<file path="config.mk">
export PLATFORM = sky130hd
export DESIGN_NAME = hbus_system
export DESIGN_NICKNAME = d
export VERILOG_FILES = /design/src/rtl/hbus_pkg.sv /design/src/rtl/hbus_master.sv /design/src/rtl/hbus_slave.sv /design/src/rtl/hbus_system.sv
export SDC_FILE = /design/constraint.sdc
export NUM_CORES = 1
export LEC_CHECK = 0
export ABC_AREA = 1
export BUFFER_PORTS_ARGS = -buffer_cell sky130_fd_sc_hd__buf_2
export CORE_MARGIN = 2
export CORE_UTILIZATION = 55
export DETAILED_ROUTE_END_ITERATION = 12
export PLACE_DENSITY = 0.71
export SLEW_MARGIN = 40
export SYNTH_ARGS = -nofsm -noshare
export SYNTH_HDL_FRONTEND = slang
export SYNTH_SLANG_ARGS = --single-unit
</file>
<file path="constraint.sdc">
create_clock -name clk -period 3.6 [get_ports clk]
set_input_delay 0 -clock clk [delete_from_list [all_inputs] [get_ports clk]]
set_output_delay 0 -clock clk [all_outputs]
set_load 0.03 [all_outputs]
</file>
<file path="src/rtl/hbus_pkg.sv">
package hbus_pkg;
  typedef enum logic [1:0] {
    M_IDLE, M_SKEW, M_WAIT, M_DROP
  } mst_state_t;

  typedef enum logic [1:0] {
    S_IDLE, S_FETCH, S_SETUP, S_ACK
  } slv_state_t;
endpackage

</file>
<file path="src/rtl/hbus_master.sv">
module hbus_master import hbus_pkg::*; #(
  parameter int AW       = 8,
  parameter int DW       = 16,
  parameter int SKEW     = 2,
  parameter int TIMEOUT  = 16
) (
  input  logic          clk,
  input  logic          rst,
  input  logic          cmd_valid,
  input  logic          cmd_write,
  input  logic [AW-1:0] cmd_addr,
  input  logic [DW-1:0] cmd_wdata,
  output logic          cmd_ready,
  output logic          rsp_done,
  output logic          rsp_err,
  output logic [DW-1:0] rsp_rdata,
  output logic [AW-1:0] bus_addr,
  output logic          bus_wr,
  output logic [DW-1:0] bus_mdata,
  output logic          bus_mrdy,
  input  logic          bus_srdy,
  input  logic [DW-1:0] bus_data
);
  localparam int CNT_MAX = (SKEW > TIMEOUT) ? SKEW : TIMEOUT;
  localparam int CW      = $clog2(CNT_MAX) + 1;

  mst_state_t    state;
  logic [CW-1:0] cnt;
  logic [AW-1:0] addr_q;
  logic          wr_q;
  logic [DW-1:0] wdata_q;

  assign cmd_ready = (state == M_IDLE);
  assign bus_addr  = addr_q;
  assign bus_wr    = wr_q;
  assign bus_mdata = (state != M_IDLE && wr_q) ? wdata_q : '0;

  always_ff @(posedge clk) begin
    if (rst) begin
      state     <= M_IDLE;
      cnt       <= '0;
      addr_q    <= '0;
      wr_q      <= 1'b0;
      wdata_q   <= '0;
      bus_mrdy  <= 1'b0;
      rsp_done  <= 1'b0;
      rsp_err   <= 1'b0;
      rsp_rdata <= '0;
    end else begin
      rsp_done <= 1'b0;
      case (state)
        M_IDLE: if (cmd_valid) begin
          addr_q  <= cmd_addr;
          wr_q    <= cmd_write;
          wdata_q <= cmd_wdata;
          cnt     <= '0;
          state   <= M_SKEW;
        end
        M_SKEW: if (cnt == CW'(SKEW - 1)) begin
          cnt      <= '0;
          bus_mrdy <= 1'b1;
          state    <= M_WAIT;
        end else begin
          cnt <= cnt + 1'b1;
        end
        M_WAIT: if (bus_srdy) begin
          rsp_rdata <= wr_q ? '0 : bus_data;
          rsp_err   <= 1'b0;
          rsp_done  <= 1'b1;
          bus_mrdy  <= 1'b0;
          state     <= M_DROP;
        end else if (cnt == CW'(TIMEOUT - 1)) begin
          rsp_rdata <= '0;
          rsp_err   <= 1'b1;
          rsp_done  <= 1'b1;
          bus_mrdy  <= 1'b0;
          state     <= M_IDLE;
        end else begin
          cnt <= cnt + 1'b1;
        end
        M_DROP: if (!bus_srdy) state <= M_IDLE;
        default: state <= M_IDLE;
      endcase
    end
  end

  AST_LINES_STEADY: assert property (@(posedge clk) disable iff (rst)
    (bus_mrdy && $past(bus_mrdy)) |-> ($stable(addr_q) && $stable(wr_q) && $stable(wdata_q)));
  AST_NO_START_DURING_SRDY: assert property (@(posedge clk) disable iff (rst)
    (cmd_ready && cmd_valid) |-> !bus_srdy);
  AST_DONE_ONE_CYCLE: assert property (@(posedge clk) disable iff (rst)
    rsp_done |=> !rsp_done);
  AST_MRDY_LOW_AT_DONE: assert property (@(posedge clk) disable iff (rst)
    rsp_done |-> !bus_mrdy);
endmodule

</file>
<file path="src/rtl/hbus_slave.sv">
module hbus_slave import hbus_pkg::*; #(
  parameter int AW    = 8,
  parameter int DW    = 16,
  parameter int DEPTH = 16,
  parameter int BASE  = 0,
  parameter int WAIT  = 3
) (
  input  logic          clk,
  input  logic          rst,
  input  logic [AW-1:0] bus_addr,
  input  logic          bus_wr,
  input  logic          bus_mrdy,
  input  logic [DW-1:0] bus_data,
  output logic          srdy,
  output logic [DW-1:0] sdata
);
  localparam int IW = (DEPTH > 1) ? $clog2(DEPTH) : 1;
  localparam int CW = $clog2(WAIT) + 1;
  localparam logic [AW:0] LO = (AW+1)'(BASE);
  localparam logic [AW:0] HI = (AW+1)'(BASE + DEPTH);

  slv_state_t    state;
  logic [CW-1:0] cnt;
  logic          sel;
  logic [AW-1:0] off;
  logic [IW-1:0] idx;
  logic          fetch_end;
  logic          drive_en;
  logic [DW-1:0] rd_q;
  logic [DW-1:0] mem [DEPTH];

  assign sel       = ({1'b0, bus_addr} >= LO) && ({1'b0, bus_addr} < HI);
  assign off       = bus_addr - LO[AW-1:0];
  assign idx       = off[IW-1:0];
  assign fetch_end = (state == S_FETCH) && (cnt == CW'(WAIT - 1));
  assign sdata     = drive_en ? rd_q : '0;

  always_ff @(posedge clk) begin
    if (fetch_end) begin
      if (bus_wr) mem[idx] <= bus_data;
      rd_q <= mem[idx];
    end
  end

  always_ff @(posedge clk) begin
    if (rst) begin
      state    <= S_IDLE;
      cnt      <= '0;
      srdy     <= 1'b0;
      drive_en <= 1'b0;
    end else begin
      case (state)
        S_IDLE: if (bus_mrdy && sel) begin
          cnt   <= '0;
          state <= S_FETCH;
        end
        S_FETCH: if (fetch_end) begin
          drive_en <= !bus_wr;
          state    <= S_SETUP;
        end else begin
          cnt <= cnt + 1'b1;
        end
        S_SETUP: begin
          srdy  <= 1'b1;
          state <= S_ACK;
        end
        S_ACK: if (!bus_mrdy) begin
          srdy     <= 1'b0;
          drive_en <= 1'b0;
          state    <= S_IDLE;
        end
        default: state <= S_IDLE;
      endcase
    end
  end

  AST_SETUP_BEFORE_ACK: assert property (@(posedge clk) disable iff (rst)
    ($rose(srdy) && !bus_wr) |-> $past(drive_en));
  AST_ACK_ONLY_WHEN_OWNED: assert property (@(posedge clk) disable iff (rst)
    $rose(srdy) |-> (sel && bus_mrdy));
  AST_RELEASE_AFTER_MRDY: assert property (@(posedge clk) disable iff (rst)
    (srdy && !bus_mrdy) |=> (!srdy && sdata == '0));
endmodule

</file>
<file path="src/rtl/hbus_system.sv">
module hbus_system import hbus_pkg::*; #(
  parameter int AW      = 8,
  parameter int DW      = 16,
  parameter int NSLV    = 2,
  parameter int DEPTH   = 16,
  parameter int SKEW    = 2,
  parameter int WAIT    = 3,
  parameter int TIMEOUT = 16
) (
  input  logic          clk,
  input  logic          rst,
  input  logic          cmd_valid,
  input  logic          cmd_write,
  input  logic [AW-1:0] cmd_addr,
  input  logic [DW-1:0] cmd_wdata,
  output logic          cmd_ready,
  output logic          rsp_done,
  output logic          rsp_err,
  output logic [DW-1:0] rsp_rdata,
  output logic          bus_mrdy,
  output logic          bus_srdy
);
  logic [AW-1:0]   b_addr;
  logic            b_wr;
  logic [DW-1:0]   m_data;
  logic [DW-1:0]   b_data;
  logic [NSLV-1:0] srdy_vec;
  logic [DW-1:0]   s_data [NSLV];

  hbus_master #(.AW(AW), .DW(DW), .SKEW(SKEW), .TIMEOUT(TIMEOUT)) u_master (
    .clk(clk), .rst(rst),
    .cmd_valid(cmd_valid), .cmd_write(cmd_write), .cmd_addr(cmd_addr),
    .cmd_wdata(cmd_wdata), .cmd_ready(cmd_ready),
    .rsp_done(rsp_done), .rsp_err(rsp_err), .rsp_rdata(rsp_rdata),
    .bus_addr(b_addr), .bus_wr(b_wr), .bus_mdata(m_data),
    .bus_mrdy(bus_mrdy), .bus_srdy(bus_srdy), .bus_data(b_data)
  );

  for (genvar i = 0; i < NSLV; i++) begin : g_slv
    hbus_slave #(.AW(AW), .DW(DW), .DEPTH(DEPTH), .BASE(i * DEPTH), .WAIT(WAIT)) u_slv (
      .clk(clk), .rst(rst),
      .bus_addr(b_addr), .bus_wr(b_wr), .bus_mrdy(bus_mrdy), .bus_data(b_data),
      .srdy(srdy_vec[i]), .sdata(s_data[i])
    );
  end

  always_comb begin
    b_data = m_data;
    for (int i = 0; i < NSLV; i++) b_data = b_data | s_data[i];
  end

  assign bus_srdy = |srdy_vec;

  AST_SINGLE_RESPONDER: assert property (@(posedge clk) disable iff (rst)
    $onehot0(srdy_vec));
endmodule

</file>
==> impl_summary.txt, run 1 <==
----------------------------------------------------
[Clock network]
  Clock latency on the worst-skew pair ... 0.65 ns
  Clock tree from TritonCTS ... yes
  Cell at the root of the clock tree ... sky130_fd_sc_hd__clkbuf_16
  TritonCTS buffer count ... 57
  Post-CTS setup buffers ... 0
  Clock transition time at the flip-flop clock pins of the worst setup and hold paths ... ~0.060 ns
  Depth of the CTS H-tree ... 2
  Buffer depth of the longest clock path ... 3
  TritonCTS sink count ... 609

[Power]
  Switching power as a share of total power ... 0.298
  Clock network fraction of total power ... 0.339
  Pwr per Cell Area ... approximately 640 mW/mm2
  Power spent charging and discharging nets ... 0.00517 W
  Pwr Total ... 0.0174 W
  Maximum vdd ir drop ... 0.000486 V
  Sequential Power Share ... 0.474
  Static Leak ... 9.33 nW
  Internal power ... 0.0122 W
  Combinational group share of total power ... 0.187

[Logic synthesis]
  Post-synth ARST share ... 0
  Part of the Yosys area used for sequential elements ... 0.738
  Post-synth EDFFs ... ~540
  Post-synth cell types ... 22
  Synth warnings ... 0
  Area share of the leading cell type in the synthesized netlist ... 0.683
  Dominant cell type by area after synthesis ... sky130_fd_sc_hd__edfxtp_1
  Library cell with the highest instance count after synthesis ... sky130_fd_sc_hd__edfxtp_1
  Commonest register cell after synthesis ... sky130_fd_sc_hd__edfxtp_1
  Leading cell types by total area after synthesis ... sky130_fd_sc_hd__edfxtp_1, sky130_fd_sc_hd__nand2_1, sky130_fd_sc_hd__nand3_1, sky130_fd_sc_hd__dfxtp_1, sky130_fd_sc_hd__nand4_1
  Synth Cell Area ... between 0.02 and 0.025 mm2
  Net count after synthesis ... between 2000 and 2500
  Average size of a mapped cell ... 12.2 um2
  Number of synthesized register bits ... ~600
  Most used standard cells in the synthesized netlist ... sky130_fd_sc_hd__edfxtp_1, sky130_fd_sc_hd__nand2_1, sky130_fd_sc_hd__nand3_1, sky130_fd_sc_hd__nand4_1, sky130_fd_sc_hd__dfxtp_1
  Synth Instances ... 1962

[Placement]
  Placed wire-length estimate after detailed placement ... between 30 and 40 mm
  Last weighted congestion value of the routability-driven placer ... 0.868
  Port Buf Inserts ... 48

[Setup path]
  Worst Setup End Kind ... flop
  CP Data Required Time ... 4.14 ns
  Capturing instance or port of the critical path ... u_master.rsp_rdata[6]$_SDFFE_PP0P_
  Worst setup path start ... u_master.state[1]$_SDFFE_PP0P_
  Highest net fanout along the worst path ... 17
  Critical register-to-register path startpoint ... u_master.state[1]$_SDFFE_PP0P_
  Arrival time of data at the critical path endpoint ... 3.16 ns
  Type of the setup path with the least slack ... flop to flop
  Worst r2r dst ... u_master.rsp_rdata[6]$_SDFFE_PP0P_
  Worst reg-to-reg setup slack ... 0.98 ns
  Category of the worst setup path launch point ... flop
  Length in cells of the worst reg-to-reg path ... 8

[Floorplan]
  Std-Cell Core Area ... 0.0430 mm2
  Effective utilization at floorplan ... 0.556
  Die X-Extent ... 213 um
  Count of boundary I/O pins ... between 40 and 50
  Height of the chip ... roughly 210 um
  DIE AREA ... 0.0452 mm2
  Placement row count ... 76

[Drt]
  Wire length per cell ... ~24 um
  Routed length on met1 ... 24.6 mm
  Top layer used by detailed routing ... met4
  Drt first pass iters ... 8
  Routed via count divided by cell count ... 6.16
  Wirelength, routed ... 63.5 mm
  Number of vias in the routed layout ... ~17000
  Initial DRC count ... 2234
  Detailed-route DRC error count ... 0
  Total length of routed met3 wires ... 7.26 mm
  Met2 WL post-DR ... 29.9 mm
  Count of antenna-violating nets left after detailed routing ... 0

[Timing]
  Hold Vio Cnt, Final ... 0
  Max-slew headroom at the worst pin ... 0.370
  Unrepaired setup endpoints after global routing ... false
  Worst Max-Slew Pin Slew ... 0.945 ns
  Total negative slack ... 0 ns
  Slew Limit Fails ... 0
  Final cycle utilization of the critical path ... 0.727
  Fin crit period ... 2.62 ns
  Final clock skew ... 0.0415 ns
  Achievable clock frequency ... 382 MHz
  Count of endpoints failing setup in the final report ... 0

[GRT]
  Gr ovfl total ... 0
  GRT Resource Usage Total ... 0.286
  Wire length of the first global-routing pass ... 95.3 mm
  Maximum number of pins on one net before global-route repair ... 184
  Number of global-route vias before repair ... 15700
  Number of antenna violations at the first check in global routing ... 0

[Layout]
  Antenna diode instance count ... 0
  Ratio of cells with drive above 1 in the final layout ... 0.114
  Final nets ... 2098
  Synthesis-to-layout area growth ... 14.2%
  Area of the multi-input gates ... 0.00577 mm2
  Area of all sequential standard cells ... 0.0176 mm2
  Layout fillers ... 3102

[Status]
  Status ... completed

[Min path]
  Min-Delay Startpoint ... cmd_addr[0]
  Worst hold path class ... input pin to flop

[Job]
  MaxCap Viol Count ... 0

----------------------------------------------------
-- stage by stage --
| stage | cells | util | setup slack, ns | area [um2] | hold slack, ns |
|---|---|---|---|---|---|
| 4_1_cts | 2681 | 0.635 | 0.996 | 27300 | 0.165 |
| 3_5_place_dp | 2542 | 0.585 | 1.01 | 25200 | 0.270 |
| 2_1_floorplan | 1962 | - | 0.0448 | 23900 | 0.167 |
| 3_3_place_gp | 2542 | 0.585 | 1.10 | 25100 | 0.259 |
| 5_1_grt | 2681 | 0.635 | 0.776 | 27300 | 0.214 |
| 6_report | 2681 | 0.635 | 0.981 | 27300 | 0.198 |
-- timing repair --
action,in CTS,in global routing
resized for setup,0,0
endpoints found under the hold margin,55,0
hold buffers,33,0
-- power by group through the flow --
stage	registers, W	logic (W)	clock network [W]
after floorplan	0.00826	0.00217	0
after global placement	0.00836	0.00304	0
after detailed placement	0.00836	0.00311	0
after CTS	0.00822	0.00318	0.00591
after global routing	0.00823	0.00354	0.00620
final	0.00822	0.00324	0.00589
-- routing by layer --
metal / global-route usage / up-vias
met5: 0 / -
met4: 0.0943 / 0
met3: 0.0582 / 128
met2: 0.454 / 1049
met1: 0.399 / 8038
li1: - / 7292
-- how the worst min path moves through the flow --
| stage | end | slack (ns) | depth (start not counted) |
|---|---|---|---|
| 6_report | u_master.bus_addr[0]$_SDFFE_PP0P_ | 0.20 | 4 |
| 4_1_cts | u_master.wdata_q[9]$_SDFFE_PP0P_ | 0.16 | 4 |
| 5_1_grt | u_master.wdata_q[15]$_SDFFE_PP0P_ | 0.21 | 4 |
| 3_5_place_dp | u_master.bus_addr[7]$_SDFFE_PP0P_ | 0.27 | 3 |
| 3_3_place_gp | u_master.bus_addr[7]$_SDFFE_PP0P_ | 0.26 | 3 |
| 2_1_floorplan | u_master.bus_addr[0]$_SDFFE_PP0P_ | 0.17 | 2 |
-- flip-flops by register name (all words and copies together) (netlist names), 4 cells and up --
name                count
u_master.bus_addr       8
g_slv.u_slv.mem       512
u_master.rsp_rdata     16
g_slv.u_slv.rd_q       32
u_master.wdata_q       16
g_slv.u_slv.cnt         6
u_master.cnt            5
g_slv.u_slv.state       4
-- placed cells by master (no fill, tap or decap), types with 2 or more instances in the layout --
| cell | instances |
|---|---|
| sky130_fd_sc_hd__bufinv_16 | 5 |
| sky130_fd_sc_hd__inv_1 | 43 |
| sky130_fd_sc_hd__buf_4 | 58 |
| sky130_fd_sc_hd__clkinvlp_4 | 3 |
| sky130_fd_sc_hd__a21oi_1 | 42 |
| sky130_fd_sc_hd__clkbuf_1 | 13 |
| sky130_fd_sc_hd__nor2_1 | 58 |
| sky130_fd_sc_hd__nor3_1 | 3 |
| sky130_fd_sc_hd__buf_12 | 7 |
| sky130_fd_sc_hd__dfxtp_4 | 2 |
| sky130_fd_sc_hd__ha_1 | 21 |
| sky130_fd_sc_hd__nand3_1 | 294 |
| sky130_fd_sc_hd__buf_2 | 48 |
| sky130_fd_sc_hd__a211oi_1 | 4 |
| sky130_fd_sc_hd__nor3_2 | 32 |
| sky130_fd_sc_hd__dlygate4sd3_1 | 33 |
| sky130_fd_sc_hd__inv_4 | 3 |
| sky130_fd_sc_hd__edfxtp_1 | 544 |
| sky130_fd_sc_hd__nand2_1 | 525 |
| sky130_fd_sc_hd__clkinv_1 | 13 |
| sky130_fd_sc_hd__dfxtp_1 | 63 |
| sky130_fd_sc_hd__o21ai_0 | 33 |
| sky130_fd_sc_hd__nor2_4 | 2 |
| sky130_fd_sc_hd__inv_2 | 3 |
| sky130_fd_sc_hd__nor2_2 | 3 |
| sky130_fd_sc_hd__clkinv_2 | 11 |
| sky130_fd_sc_hd__nand4_1 | 164 |
| sky130_fd_sc_hd__clkbuf_16 | 58 |
-- critical path: stages (launching register included) --
cell,delay (ns)
sky130_fd_sc_hd__dfxtp_1,0.43
sky130_fd_sc_hd__inv_1,0.12
sky130_fd_sc_hd__ha_1,0.27
sky130_fd_sc_hd__nor2_2,0.62
sky130_fd_sc_hd__nand2_1,0.10
sky130_fd_sc_hd__nand3_1,0.47
sky130_fd_sc_hd__buf_4,0.32
sky130_fd_sc_hd__nand2_1,0.07
sky130_fd_sc_hd__a21oi_1,0.13
-- kinds of logic (layout without fill, tap and decap cells) --
group           after synthesis  count (layout)  share of synthesized area
simple gates               1082            1082                      0.204
flops                       609             609                      0.738
buf+inv                     167             301                     0.0287
compound gates               82              82                     0.0179
fa+ha+maj                    21              21                     0.0110
xor+xnor                      1               1                   0.000366
-- cell type report --
| cell class | instances | share of cell area |
|---|---|---|
| Clock buffer | 71 | 0.0549 |
| Multi-Input combinational cell | 1186 | 0.211 |
| Sequential cell | 609 | 0.646 |
| Tap cell | 585 | 0.0268 |
| Clock inverter | 35 | 0.0116 |
| Timing Repair Buffer | 146 | 0.0420 |
| Inverter | 49 | 0.00701 |
Power figures use the tool's default switching activity.
==> inputs of run 2 (changes only) <==
--- a/config.mk
+++ b/config.mk
@@ -10,7 +10,7 @@
 export CORE_MARGIN = 2
 export CORE_UTILIZATION = 55
 export DETAILED_ROUTE_END_ITERATION = 12
-export PLACE_DENSITY = 0.71
+export PLACE_DENSITY = 0.68
 export SLEW_MARGIN = 40
 export SYNTH_ARGS = -nofsm -noshare
 export SYNTH_HDL_FRONTEND = slang
==> constraint.sdc (replaced) <==
create_clock -name clk -period 2.69 [get_ports clk]
set_input_delay 0 -clock clk [delete_from_list [all_inputs] [get_ports clk]]
set_output_delay 0 -clock clk [all_outputs]
set_load 0.03 [all_outputs]
==> run 2 against run 1 <==
Net effect: non-clock buffer count is 46 higher; core utilization is 1.2 points higher; total power rose by 35%; clock power is 35% higher; setup slack worse by 0.58 ns; die area did not move; critical path type unchanged; final area rose by 1.9%; clock-buffer cell count increased by 1; sequential share of layout area is 1.2 points lower; largest cell class unchanged; via count is 0.34% lower; hold slack improved by 0.030 ns; register-to-register slack worse by 0.58 ns.
==> impl_summary.txt, run 2 (synthesized netlist as in run 1, its figures left out) <==
----------------------------------------------------
[Layout]
  Final core utilization ... 0.647
  Max reg flops ... 512
  Reg with most FFs ... g_slv.u_slv.mem
  Ratio of cells with drive above 1 in the final layout ... 0.130
  Most common cell after layout, fill and taps aside ... sky130_fd_sc_hd__edfxtp_1
  Antenna diode instance count ... 0
  Top library cells by usage in the layout, fill and taps aside ... sky130_fd_sc_hd__edfxtp_1, sky130_fd_sc_hd__nand2_1, sky130_fd_sc_hd__nand3_1
  Final nets ... between 2000 and 2500
  Synthesis-to-layout area growth ... 16.4%
  Largest registers in the final layout ... g_slv.u_slv.mem x512, g_slv.u_slv.rd_q x32
  Final Instance Count excl. Fillers ... roughly 2700
  Post-route cell area ... 0.0278 mm2

[Placement]
  Last weighted congestion value of the routability-driven placer ... 0.835
  Placement-stage worst setup slack ... 0.568 ns
  Port Buf Inserts ... 48
  Placed wire-length estimate after detailed placement ... 36.1 mm
  Placed Area ... 0.0256 mm2
  Number of cells in the design after placement ... 2582

[Min path]
  Worst hold endpoint ... u_master.wdata_q[0]$_SDFFE_PP0P_
  Min-Delay Startpoint ... cmd_wdata[0]
  Worst hold path class ... input pin to flop
  Count of cells along the worst hold path ... 4

[Setup path]
  Length in cells of the worst reg-to-reg path ... 7
  Worst setup path start ... u_master.state[1]$_SDFFE_PP0P_
  Highest net fanout along the worst path ... 24
  Worst Setup End Kind ... flop
  Worst r2r dst ... u_master.wdata_q[5]$_SDFFE_PP0P_
  Worst reg-to-reg setup slack ... 0.40 ns
  Arrival time of data at the critical path endpoint ... roughly 2.8 ns
  CP Data Required Time ... 3.24 ns
  Type of the setup path with the least slack ... flop to flop
  Critical register-to-register path startpoint ... u_master.state[1]$_SDFFE_PP0P_
  Category of the worst setup path launch point ... flop

[Timing]
  Fin crit period ... 2.29 ns
  Achievable clock frequency ... 437 MHz
  Max-slew headroom at the worst pin ... 0.440
  Final cycle utilization of the critical path ... 0.851
  Minimum setup slack in the final design ... 0.400 ns
  Hold Vio Cnt, Final ... 0
  Count of endpoints failing setup in the final report ... 0
  Final clock skew ... 0.0172 ns
  Worst Max-Slew Pin Slew ... roughly 0.84 ns
  Slew Limit Fails ... 0
  Unrepaired setup endpoints after global routing ... false

[Drt]
  Number of vias in the routed layout ... 16500
  Routed via count divided by cell count ... 6.03
  Initial DRC count ... 2276
  Wire length per cell ... 23.9 um
  Drt first pass iters ... 5
  Wirelength, routed ... between 60 and 70 mm
  Count of antenna-violating nets left after detailed routing ... 0
  Detailed-route DRC error count ... 0

[Clock network]
  Number of instances resized during post-cts repair ... 0
  Clock latency on the worst-skew pair ... 0.63 ns
  Cell at the root of the clock tree ... sky130_fd_sc_hd__clkbuf_16
  TritonCTS buffer count ... 59
  Clock tree from TritonCTS ... yes
  Depth of the CTS H-tree ... 2
  Buffer depth of the longest clock path ... 3
  TritonCTS sink count ... 609
  Clock transition time at the flip-flop clock pins of the worst setup and hold paths ... ~0.07 ns

[Floorplan]
  Std-Cell Core Area ... 0.0430 mm2
  Placement row count ... 76
  Die X-Extent ... 213 um
  DIE AREA ... approximately 0.045 mm2
  Height of the chip ... approximately 210 um
  Count of boundary I/O pins ... a little under 50
  Effective utilization at floorplan ... 0.556

[GRT]
  Maximum number of pins on one net before global-route repair ... 106
  Number of antenna violations at the first check in global routing ... 0
  Number of global-route vias before repair ... roughly 16000
  Wire length of the first global-routing pass ... 97.6 mm
  GRT Resource Usage Total ... 0.295
  Gr ovfl total ... 0

[Status]
  Status ... completed

[Power]
  Pwr Total ... 0.0234 W
  Static Leak ... 9.69 nW
  Pwr per Cell Area ... 842 mW/mm2
  Maximum vdd ir drop ... 0.000500 V

[Job]
  MaxCap Viol Count ... 0

----------------------------------------------------
## run 2: cell types whose count changed in the layout (fill, tap and decap cells not counted), sizes merged
cell | previous run | this run
buf | 113 | 153
bufinv | 5 | 4
clkbuf | 71 | 72
clkinv | 25 | 29
clkinvlp | 4 | 2
dlygate4sd3 | 33 | 39
inv | 50 | 51
## run 2: worst max-delay path by stage
stage          slack [ns]                                  end  depth (start not counted)
5_1_grt              0.29    u_master.bus_addr[6]$_SDFFE_PP0P_                          7
4_1_cts              0.48     u_master.wdata_q[5]$_SDFFE_PP0P_                          7
6_report             0.40     u_master.wdata_q[5]$_SDFFE_PP0P_                          7
3_3_place_gp         0.58  g_slv[0].u_slv.mem[11][0]$_DFFE_PP_                          3
3_5_place_dp         0.57   g_slv[1].u_slv.mem[5][2]$_DFFE_PP_                          8
2_1_floorplan       -0.39  g_slv[0].u_slv.mem[10][0]$_DFFE_PP_                          7
## run 2: area by class of cell
cell class / count / area [um2]
Sequential cell: 609 / 17600
Fill cell: 3147 / 15200
Multi-Input combinational cell: 1186 / 5840
Timing Repair Buffer: 192 / 1570
Clock buffer: 72 / 1560
Tap cell: 585 / 732
Clock inverter: 37 / 297
Inverter: 49 / 186
## run 2: timing repair
action / 4_1_cts / 5_1_grt
hold buffers: 39 / 0
hold endpoints to repair: 59 / 0
buffers inserted: 0 / 0
## run 2: layer usage
| layer | track usage | up-vias | share of wire |
|---|---|---|---|
| li1 | - | 7389 | - |
| met1 | 0.414 | 8021 | 0.40 |
| met5 | 0 | - | 0 |
| met2 | 0.473 | 908 | 0.47 |
| met3 | 0.0529 | 133 | 0.10 |
| met4 | 0.0974 | 0 | 0.030 |
## run 2: stage by stage
| step | hold slack, ns | setup TNS [ns] |
|---|---|---|
| 6_report | 0.227 | 0 |
| 5_1_grt | 0.244 | 0 |
| 4_1_cts | 0.181 | 0 |
| 3_5_place_dp | 0.267 | 0 |
| 3_3_place_gp | 0.266 | 0 |
| 2_1_floorplan | 0.167 | -79.67 |
## run 2: report_power, final
part | total, W | switching, W | internal [W]
Sequential | 0.0110 | 0.000270 | 0.0107
Clock | 0.00795 | 0.00346 | 0.00448
Combinational | 0.00447 | 0.00323 | 0.00125
Total | 0.0234 | 0.00696 | 0.0165
## run 2: critical path: stages, from the launching register on
cell and delay, ns:
sky130_fd_sc_hd__dfxtp_1 0.44, sky130_fd_sc_hd__inv_1 0.11, sky130_fd_sc_hd__ha_1 0.27, sky130_fd_sc_hd__nand2_1 0.27, sky130_fd_sc_hd__buf_4 0.29, sky130_fd_sc_hd__o21ai_0 0.11, sky130_fd_sc_hd__dlygate4sd3_1 0.61, sky130_fd_sc_hd__nor2_1 0.11
